## src/rtl/cfgwin_pkg.sv

```systemverilog
package cfgwin_pkg;

  typedef enum logic [1:0] {
    LEN_256M = 2'b00,
    LEN_128M = 2'b01,
    LEN_64M  = 2'b10,
    LEN_RSV  = 2'b11
  } len_code_e;

  // log2 of the window size for a non-reserved length code
  function automatic int unsigned len_log2(input len_code_e code, input int unsigned top_log2);
    return top_log2 - int'(code);
  endfunction

  function automatic logic is_reserved(input len_code_e code);
    return code == LEN_RSV;
  endfunction

endpackage

```

## src/rtl/cfgwin_reg.sv

```systemverilog
module cfgwin_reg #(
  parameter int unsigned REG_W     = 64,
  parameter int unsigned ADDR_W    = 36,
  parameter logic [63:0] RESET_VAL = 64'h0000_0000_B000_0001,
  localparam int unsigned BE_W     = REG_W / 8
) (
  input  logic              clk,
  input  logic              rst_n,
  input  logic              wr_en,
  input  logic [BE_W-1:0]   wr_be,
  input  logic [REG_W-1:0]  wr_data,
  input  logic              rs_en,
  input  logic [REG_W-1:0]  rs_data,
  output logic [REG_W-1:0]  reg_q,
  output logic [ADDR_W-1:0] nxt_low,
  output logic              upd
);

  logic [REG_W-1:0] merged;
  logic [REG_W-1:0] nxt;

  generate
    for (genvar b = 0; b < BE_W; b++) begin : g_lane
      assign merged[8*b +: 8] = wr_be[b] ? wr_data[8*b +: 8] : reg_q[8*b +: 8];
    end
  endgenerate

  assign upd     = rs_en | (wr_en & (|wr_be));
  assign nxt     = rs_en ? rs_data : merged;
  assign nxt_low = nxt[ADDR_W-1:0];

  always_ff @(posedge clk) begin
    if (!rst_n)   reg_q <= RESET_VAL[REG_W-1:0];
    else if (upd) reg_q <= nxt;
  end


  lane0_keep_chk: assert property (@(posedge clk) disable iff (!rst_n)
    (wr_en && !wr_be[0] && !rs_en) |=> $stable(reg_q[7:0]));


  restore_load_chk: assert property (@(posedge clk) disable iff (!rst_n)
    rs_en |=> (reg_q == $past(rs_data)));

endmodule

```

## src/rtl/cfgwin_window.sv

```systemverilog
module cfgwin_window
  import cfgwin_pkg::*;
#(
  parameter int unsigned ADDR_W    = 36,
  parameter int unsigned TOP_LOG2  = 28,
  parameter logic [63:0] RESET_VAL = 64'h0000_0000_B000_0001,
  localparam int unsigned LOG2_W   = $clog2(ADDR_W + 1)
) (
  input  logic              clk,
  input  logic              rst_n,
  input  logic              upd,
  input  logic [ADDR_W-1:0] nxt_low,
  output logic              win_en,
  output logic [ADDR_W-1:0] win_base,
  output len_code_e         win_code,
  output logic [LOG2_W-1:0] win_log2,
  output logic              guest_err
);

  len_code_e         new_code;
  logic [LOG2_W-1:0] new_log2;
  logic [ADDR_W-1:0] new_base;
  logic              rsv_upd;
  logic              good_upd;

  len_code_e         rst_code;
  logic [LOG2_W-1:0] rst_log2;

  assign new_code = len_code_e'(nxt_low[2:1]);
  assign new_log2 = LOG2_W'(len_log2(new_code, TOP_LOG2));
  assign new_base = nxt_low & ({ADDR_W{1'b1}} << new_log2);
  assign rsv_upd  = upd & is_reserved(new_code);
  assign good_upd = upd & ~is_reserved(new_code);

  assign rst_code = len_code_e'(RESET_VAL[2:1]);
  assign rst_log2 = LOG2_W'(len_log2(rst_code, TOP_LOG2));

  always_ff @(posedge clk) begin
    if (!rst_n) begin
      win_en    <= RESET_VAL[0];
      win_code  <= rst_code;
      win_log2  <= rst_log2;
      win_base  <= RESET_VAL[ADDR_W-1:0] & ({ADDR_W{1'b1}} << rst_log2);
      guest_err <= 1'b0;
    end else begin
      guest_err <= rsv_upd;
      if (good_upd) begin
        win_en   <= nxt_low[0];
        win_code <= new_code;
        win_log2 <= new_log2;
        win_base <= new_base;
      end
    end
  end


  rsv_hold_chk: assert property (@(posedge clk) disable iff (!rst_n)
    rsv_upd |=> ($stable(win_base) && $stable(win_en) && $stable(win_code)));


  rsv_flag_chk: assert property (@(posedge clk) disable iff (!rst_n)
    rsv_upd |=> guest_err);


  flag_cause_chk: assert property (@(posedge clk) disable iff (!rst_n)
    guest_err |-> $past(rsv_upd));


  base_align_chk: assert property (@(posedge clk) disable iff (!rst_n)
    (win_base & ~({ADDR_W{1'b1}} << win_log2)) == '0);


  code_legal_chk: assert property (@(posedge clk) disable iff (!rst_n)
    win_code != LEN_RSV);

endmodule

```

## src/rtl/cfgwin_lookup.sv

```systemverilog
module cfgwin_lookup #(
  parameter int unsigned ADDR_W  = 36,
  localparam int unsigned LOG2_W = $clog2(ADDR_W + 1),
  localparam int unsigned OFF_W  = 28
) (
  input  logic              clk,
  input  logic              rst_n,
  input  logic              lk_valid,
  input  logic [ADDR_W-1:0] lk_addr,
  input  logic              win_en,
  input  logic [ADDR_W-1:0] win_base,
  input  logic [LOG2_W-1:0] win_log2,
  output logic              lk_hit,
  output logic [7:0]        lk_bus,
  output logic [4:0]        lk_dev,
  output logic [2:0]        lk_fn,
  output logic [11:0]       lk_reg
);

  logic [ADDR_W-1:0] keep_mask;
  logic              in_win;
  logic [OFF_W-1:0]  off;

  assign keep_mask = {ADDR_W{1'b1}} << win_log2;
  assign in_win    = lk_valid & win_en & ((lk_addr & keep_mask) == win_base);
  assign off       = lk_addr[OFF_W-1:0] - win_base[OFF_W-1:0];

  always_ff @(posedge clk) begin
    if (!rst_n) begin
      lk_hit <= 1'b0;
      lk_bus <= '0;
      lk_dev <= '0;
      lk_fn  <= '0;
      lk_reg <= '0;
    end else begin
      lk_hit <= in_win;
      lk_bus <= in_win ? off[27:20] : '0;
      lk_dev <= in_win ? off[19:15] : '0;
      lk_fn  <= in_win ? off[14:12] : '0;
      lk_reg <= in_win ? off[11:0]  : '0;
    end
  end


  hit_needs_req_chk: assert property (@(posedge clk) disable iff (!rst_n)
    lk_hit |-> $past(lk_valid));


  hit_needs_en_chk: assert property (@(posedge clk) disable iff (!rst_n)
    lk_hit |-> $past(win_en));


  miss_zero_chk: assert property (@(posedge clk) disable iff (!rst_n)
    !lk_hit |-> (lk_bus == '0 && lk_dev == '0 && lk_fn == '0 && lk_reg == '0));

endmodule

```

## src/rtl/cfgwin_decoder.sv

```systemverilog
module cfgwin_decoder
  import cfgwin_pkg::*;
#(
  parameter int unsigned REG_W     = 64,
  parameter int unsigned ADDR_W    = 36,
  parameter int unsigned TOP_LOG2  = 28,
  parameter logic [63:0] RESET_VAL = 64'h0000_0000_B000_0001,
  localparam int unsigned BE_W     = REG_W / 8,
  localparam int unsigned LOG2_W   = $clog2(ADDR_W + 1)
) (
  input  logic              clk,
  input  logic              rst_n,
  input  logic              wr_en,
  input  logic [BE_W-1:0]   wr_be,
  input  logic [REG_W-1:0]  wr_data,
  input  logic              rs_en,
  input  logic [REG_W-1:0]  rs_data,
  output logic [REG_W-1:0]  rd_data,
  input  logic              lk_valid,
  input  logic [ADDR_W-1:0] lk_addr,
  output logic              lk_hit,
  output logic [7:0]        lk_bus,
  output logic [4:0]        lk_dev,
  output logic [2:0]        lk_fn,
  output logic [11:0]       lk_reg,
  output logic              win_en,
  output logic [ADDR_W-1:0] win_base,
  output logic [1:0]        win_len,
  output logic              guest_err
);

  logic [ADDR_W-1:0] nxt_low;
  logic              upd;
  len_code_e         win_code;
  logic [LOG2_W-1:0] win_log2;

  cfgwin_reg #(
    .REG_W(REG_W), .ADDR_W(ADDR_W), .RESET_VAL(RESET_VAL)
  ) u_reg (
    .clk(clk), .rst_n(rst_n),
    .wr_en(wr_en), .wr_be(wr_be), .wr_data(wr_data),
    .rs_en(rs_en), .rs_data(rs_data),
    .reg_q(rd_data), .nxt_low(nxt_low), .upd(upd)
  );

  cfgwin_window #(
    .ADDR_W(ADDR_W), .TOP_LOG2(TOP_LOG2), .RESET_VAL(RESET_VAL)
  ) u_win (
    .clk(clk), .rst_n(rst_n), .upd(upd), .nxt_low(nxt_low),
    .win_en(win_en), .win_base(win_base), .win_code(win_code),
    .win_log2(win_log2), .guest_err(guest_err)
  );

  cfgwin_lookup #(
    .ADDR_W(ADDR_W)
  ) u_lk (
    .clk(clk), .rst_n(rst_n),
    .lk_valid(lk_valid), .lk_addr(lk_addr),
    .win_en(win_en), .win_base(win_base), .win_log2(win_log2),
    .lk_hit(lk_hit), .lk_bus(lk_bus), .lk_dev(lk_dev),
    .lk_fn(lk_fn), .lk_reg(lk_reg)
  );

  assign win_len = win_code;

endmodule

```

## config.mk

```make
export PLATFORM = sky130hd
export DESIGN_NAME = cfgwin_decoder
export DESIGN_NICKNAME = d
export VERILOG_FILES = /design/src/rtl/cfgwin_pkg.sv /design/src/rtl/cfgwin_reg.sv /design/src/rtl/cfgwin_window.sv /design/src/rtl/cfgwin_lookup.sv /design/src/rtl/cfgwin_decoder.sv
export SDC_FILE = /design/constraint.sdc
export NUM_CORES = 1
export LEC_CHECK = 0
export ABC_CLOCK_PERIOD_IN_PS = 2950
export BUFFER_PORTS_ARGS = -buffer_cell sky130_fd_sc_hd__buf_2
export CAP_MARGIN = 20
export CORE_MARGIN = 4
export CORE_UTILIZATION = 50
export DETAILED_ROUTE_END_ITERATION = 16
export GPL_TIMING_DRIVEN = 0
export PLACE_DENSITY = 0.82
export SETUP_SLACK_MARGIN = 0.2
export SKIP_LAST_GASP = 1
export SLEW_MARGIN = 20
export SYNTH_ARGS = -nofsm -noshare
export SYNTH_HDL_FRONTEND = slang
export SYNTH_HIERARCHICAL = 1
export SYNTH_SLANG_ARGS = --single-unit
```

## constraint.sdc

```tcl
create_clock -name clk -period 2.95 [get_ports clk]
set_input_delay 0.1475 -clock clk [delete_from_list [all_inputs] [get_ports clk]]
set_output_delay 0.1475 -clock clk [all_outputs]
set_load 0.05 [all_outputs]
```

# Word level (Yosys, flattened, before mapping)
# Cells that the tools add are included.
# classes
add_sub_neg,2
n_mul,0
div,0
magnitude_cmp,0
eq_ne,2
shift,2
mux,9
bitwise_logic,9
n_reduce_logical,10
# ops
cell,n
$and 36x36->36,2
$shl 36x6->36 const A,2
$mux 64,1
$mux 8,8
$eq 36x36->1,1
$sub 28x28->28,1
$reduce_and 2->1,5
$reduce_bool 2->1,4
$reduce_or 8->1,1
$sub 5x2->6 const A,1
$and 1x1->1,5
$eq 2x2->1 const B,1
$not 1->1,1
$or 1x1->1,1
# totals
ff_bits,139
latchBits,0
mem_bits_rw,0
mem_bits_ro,0
input_bits,177
out_inout_bits,133
word_cells,49
memories,0

# Logic depth before layout (Yosys ltp)
# logic_depth
word_depth,5
ltp_mapped,13
depth_no_buf,11

# Cells and area by module
# Netlist, hierarchy kept.
# by_module_without_submodules
module,n_inst,cells_each,area_each_um2,seq_area_each_um2
cfgwin_reg,1,434,3814.9,1281.2
cfgwin_lookup,1,427,3209.3,580.6
cfgwin_window,1,113,984.7,360.3

# Least setup slack after synthesis
# OpenSTA, ideal clock, no wires.
# synth_path
path_type,reg2reg
startpoint,register u_win/win_code[0] (netlist name)
endpoint,register u_lk.lk_bus[4]
setup_time_ns,0.086
arrival_ns,2.453
required_time_ns,2.864
path_slack_ns,0.411
path_stages_with_launch,11
n_path_buf,2
period_less_slack_ns,2.539
path_cell_list,dfxtp_1 buf_4 buf_4 nand3_1 o21ai_1 xor2_1 nand4_1 nor4_1 nand4_2 a221o_1 a221oi_2
# synth_rtl
item,line,text
end signal: assignment,cfgwin_lookup.sv:37,lk_bus <= in_win ? off[27:20] : '0;
end: declaration,cfgwin_lookup.sv:14,"output logic [7:0] lk_bus,"

==> impl_metrics.ini <==
[detailed_routing]
wl_per_cell_um = 18.4
ant_nets = 0
drtIter0Drc = 608
drc = 0
vias = 8070
totalWireLength_mm = 26.6
dr.pass1.iters = 6
viasPerCell = 5.60

[sta]
layout_min_cycle_time_ps = 2600
setup_viol = 0
hold_viol = 0
worst_slew_pin_slew_ps = 589
rsz0062_at_grt = no
fin_skew_ps = 17.8
period_share = 0.880
slew_headroom = 0.607
slew_violations = 0
clock.fmax_mhz = 385

[clock_tree]
clk_pin_slew_ps = 90
cts.sinks = 111
cts_tree = yes
cts_root_buf = clkbuf_16
clk_latency_ps = 370
clock_path_buffers = 2
cts_buffers = 9
htreeDepth = 3

[setup_path]
critPathLaunch = u_win/win_code[0]
r2r_slack_ps = 350
path_class = reg -> reg
reg2regPathDepth = 11
critPathCapture = u_lk/lk_bus[4]
start_kind = register
cp-end-kind = register
critPathMaxFanout = 10
critPathRequiredTime_ps = 3230
timing.rr.start = u_win/win_code[0]
reg2reg_to = u_lk/lk_bus[4]
cp.arrival_ps = 2880

[floorplanning]
rows = 44
die_h_um = 130
core_area_um2 = 14500
num_io_pins = 310
die_area_um2 = 16900
start_util = 0.511
die_w_um = 130

[finish]
layout.nets = 1452
final_area_um2 = 9880
fin_util = 0.680
largest_reg_flops = 64
seq_area_um2 = 2220
drive_gt1_frac = 0.331
area_delta_synth_final_pct = 33.1
multi_input_area_um2 = 4510
fillerInstances = 1220

[grt]
grt_pass1_wl_mm = 39.2
antenna_found_initial = 9
grt_overflow = 0
grt_pass1_vias = 7747
grt_usage = 0.295
grt_start_max_net_pins = 21

[yosys]
syn_area_per_cell_um2 = 8.39
yosys_warnings = 6
syn_inst = 885
syn_area_um2 = 7430

[pwr]
p_leak_nw = 5.10
power.total_mw = 4.41
power_density_nw_per_um2 = 447
ir_drop_mv = 0.444

[place]
gp_congestion = 1.01
place_area_um2 = 9170
portBuffers = 283
dp_hpwl_mm = 20.0

[min_path]
hold_path_depth = 2
min-delay-start = rs_data[14]
hold_path.class = in -> reg

[flow_run]
cap_violations = 0

[status]
status = finished clean
==> how the worst min path moves through the flow <==
stage / end
3_3_place_gp: u_reg/reg_q[6]
3_5_place_dp: u_reg/reg_q[7]
2_1_floorplan: u_reg/reg_q[1]
4_1_cts: u_reg/reg_q[21]
5_1_grt: u_reg/reg_q[21]
6_report: u_reg/reg_q[14]
==> cells in the final DEF (no fill, tap or decap), types with 25 or more instances in the layout <==
cell type	instances
o211a_1	25
xnor2_1	37
ha_1	31
dfxtp_1	111
buf_4	55
a21oi_1	43
inv_1	42
mux2i_1	48
nor2_1	46
buf_2	301
dlygate4sd3_1	35
conb_1	27
o21ai_0	38
and3_1	25
nand2_1	104
==> metrics by stage <==
stage	cells	hold slack (ps)	worst slack, ps	setup TNS (ps)
finish	1442	8.08	353	0
global route	1441	4.41	234	0
CTS	1431	2.96	258	0
detailed placement	1377	336	34.6	0
global placement	1377	332	-34.2	-34.2
floorplan	910	246	411	0
==> routing by layer <==
layer,global-route usage,vias up,routed length (µm)
li1,-,3825,-
met1,0.317,3698,9440
met2,0.528,443,13200
met3,0.0860,102,2490
met4,0.149,2,1490
met5,0,-,12
==> cell type report <==
type,instances,area share
Inverter,42,0.0160
Buffer,97,0.0663
Timing Repair Buffer,322,0.182
Tap cell,184,0.0233
Sequential cell,111,0.225
Clock inverter,6,0.00595
Multi-Input combinational cell,660,0.456
Clock buffer,10,0.0232
Antenna cell,10,0.00253
==> worst max-delay path, cell delays in order, from the launching register on <==
cell	delay, ps
dfxtp_1	380
buf_4	140
buf_4	170
nand3_1	200
o21ai_1	210
xor2_1	240
nand4_1	140
nor4_2	300
nand4_2	110
buf_4	190
a221o_1	270
a221oi_2	160
==> power breakdown <==
group	switching (mW)	internal, mW
sequential	0.0609	1.58
combinational	0.956	0.565
clock	0.647	0.600
==> repair_timing <==
action,CTS,global route
gates resized for setup,2,5
buffers inserted,4,0
endpoints found under the hold margin,20,1
setup endpoints to repair,21,28
pin swaps,1,0
hold buffers,34,1
(Power assumes the default switching activity.)
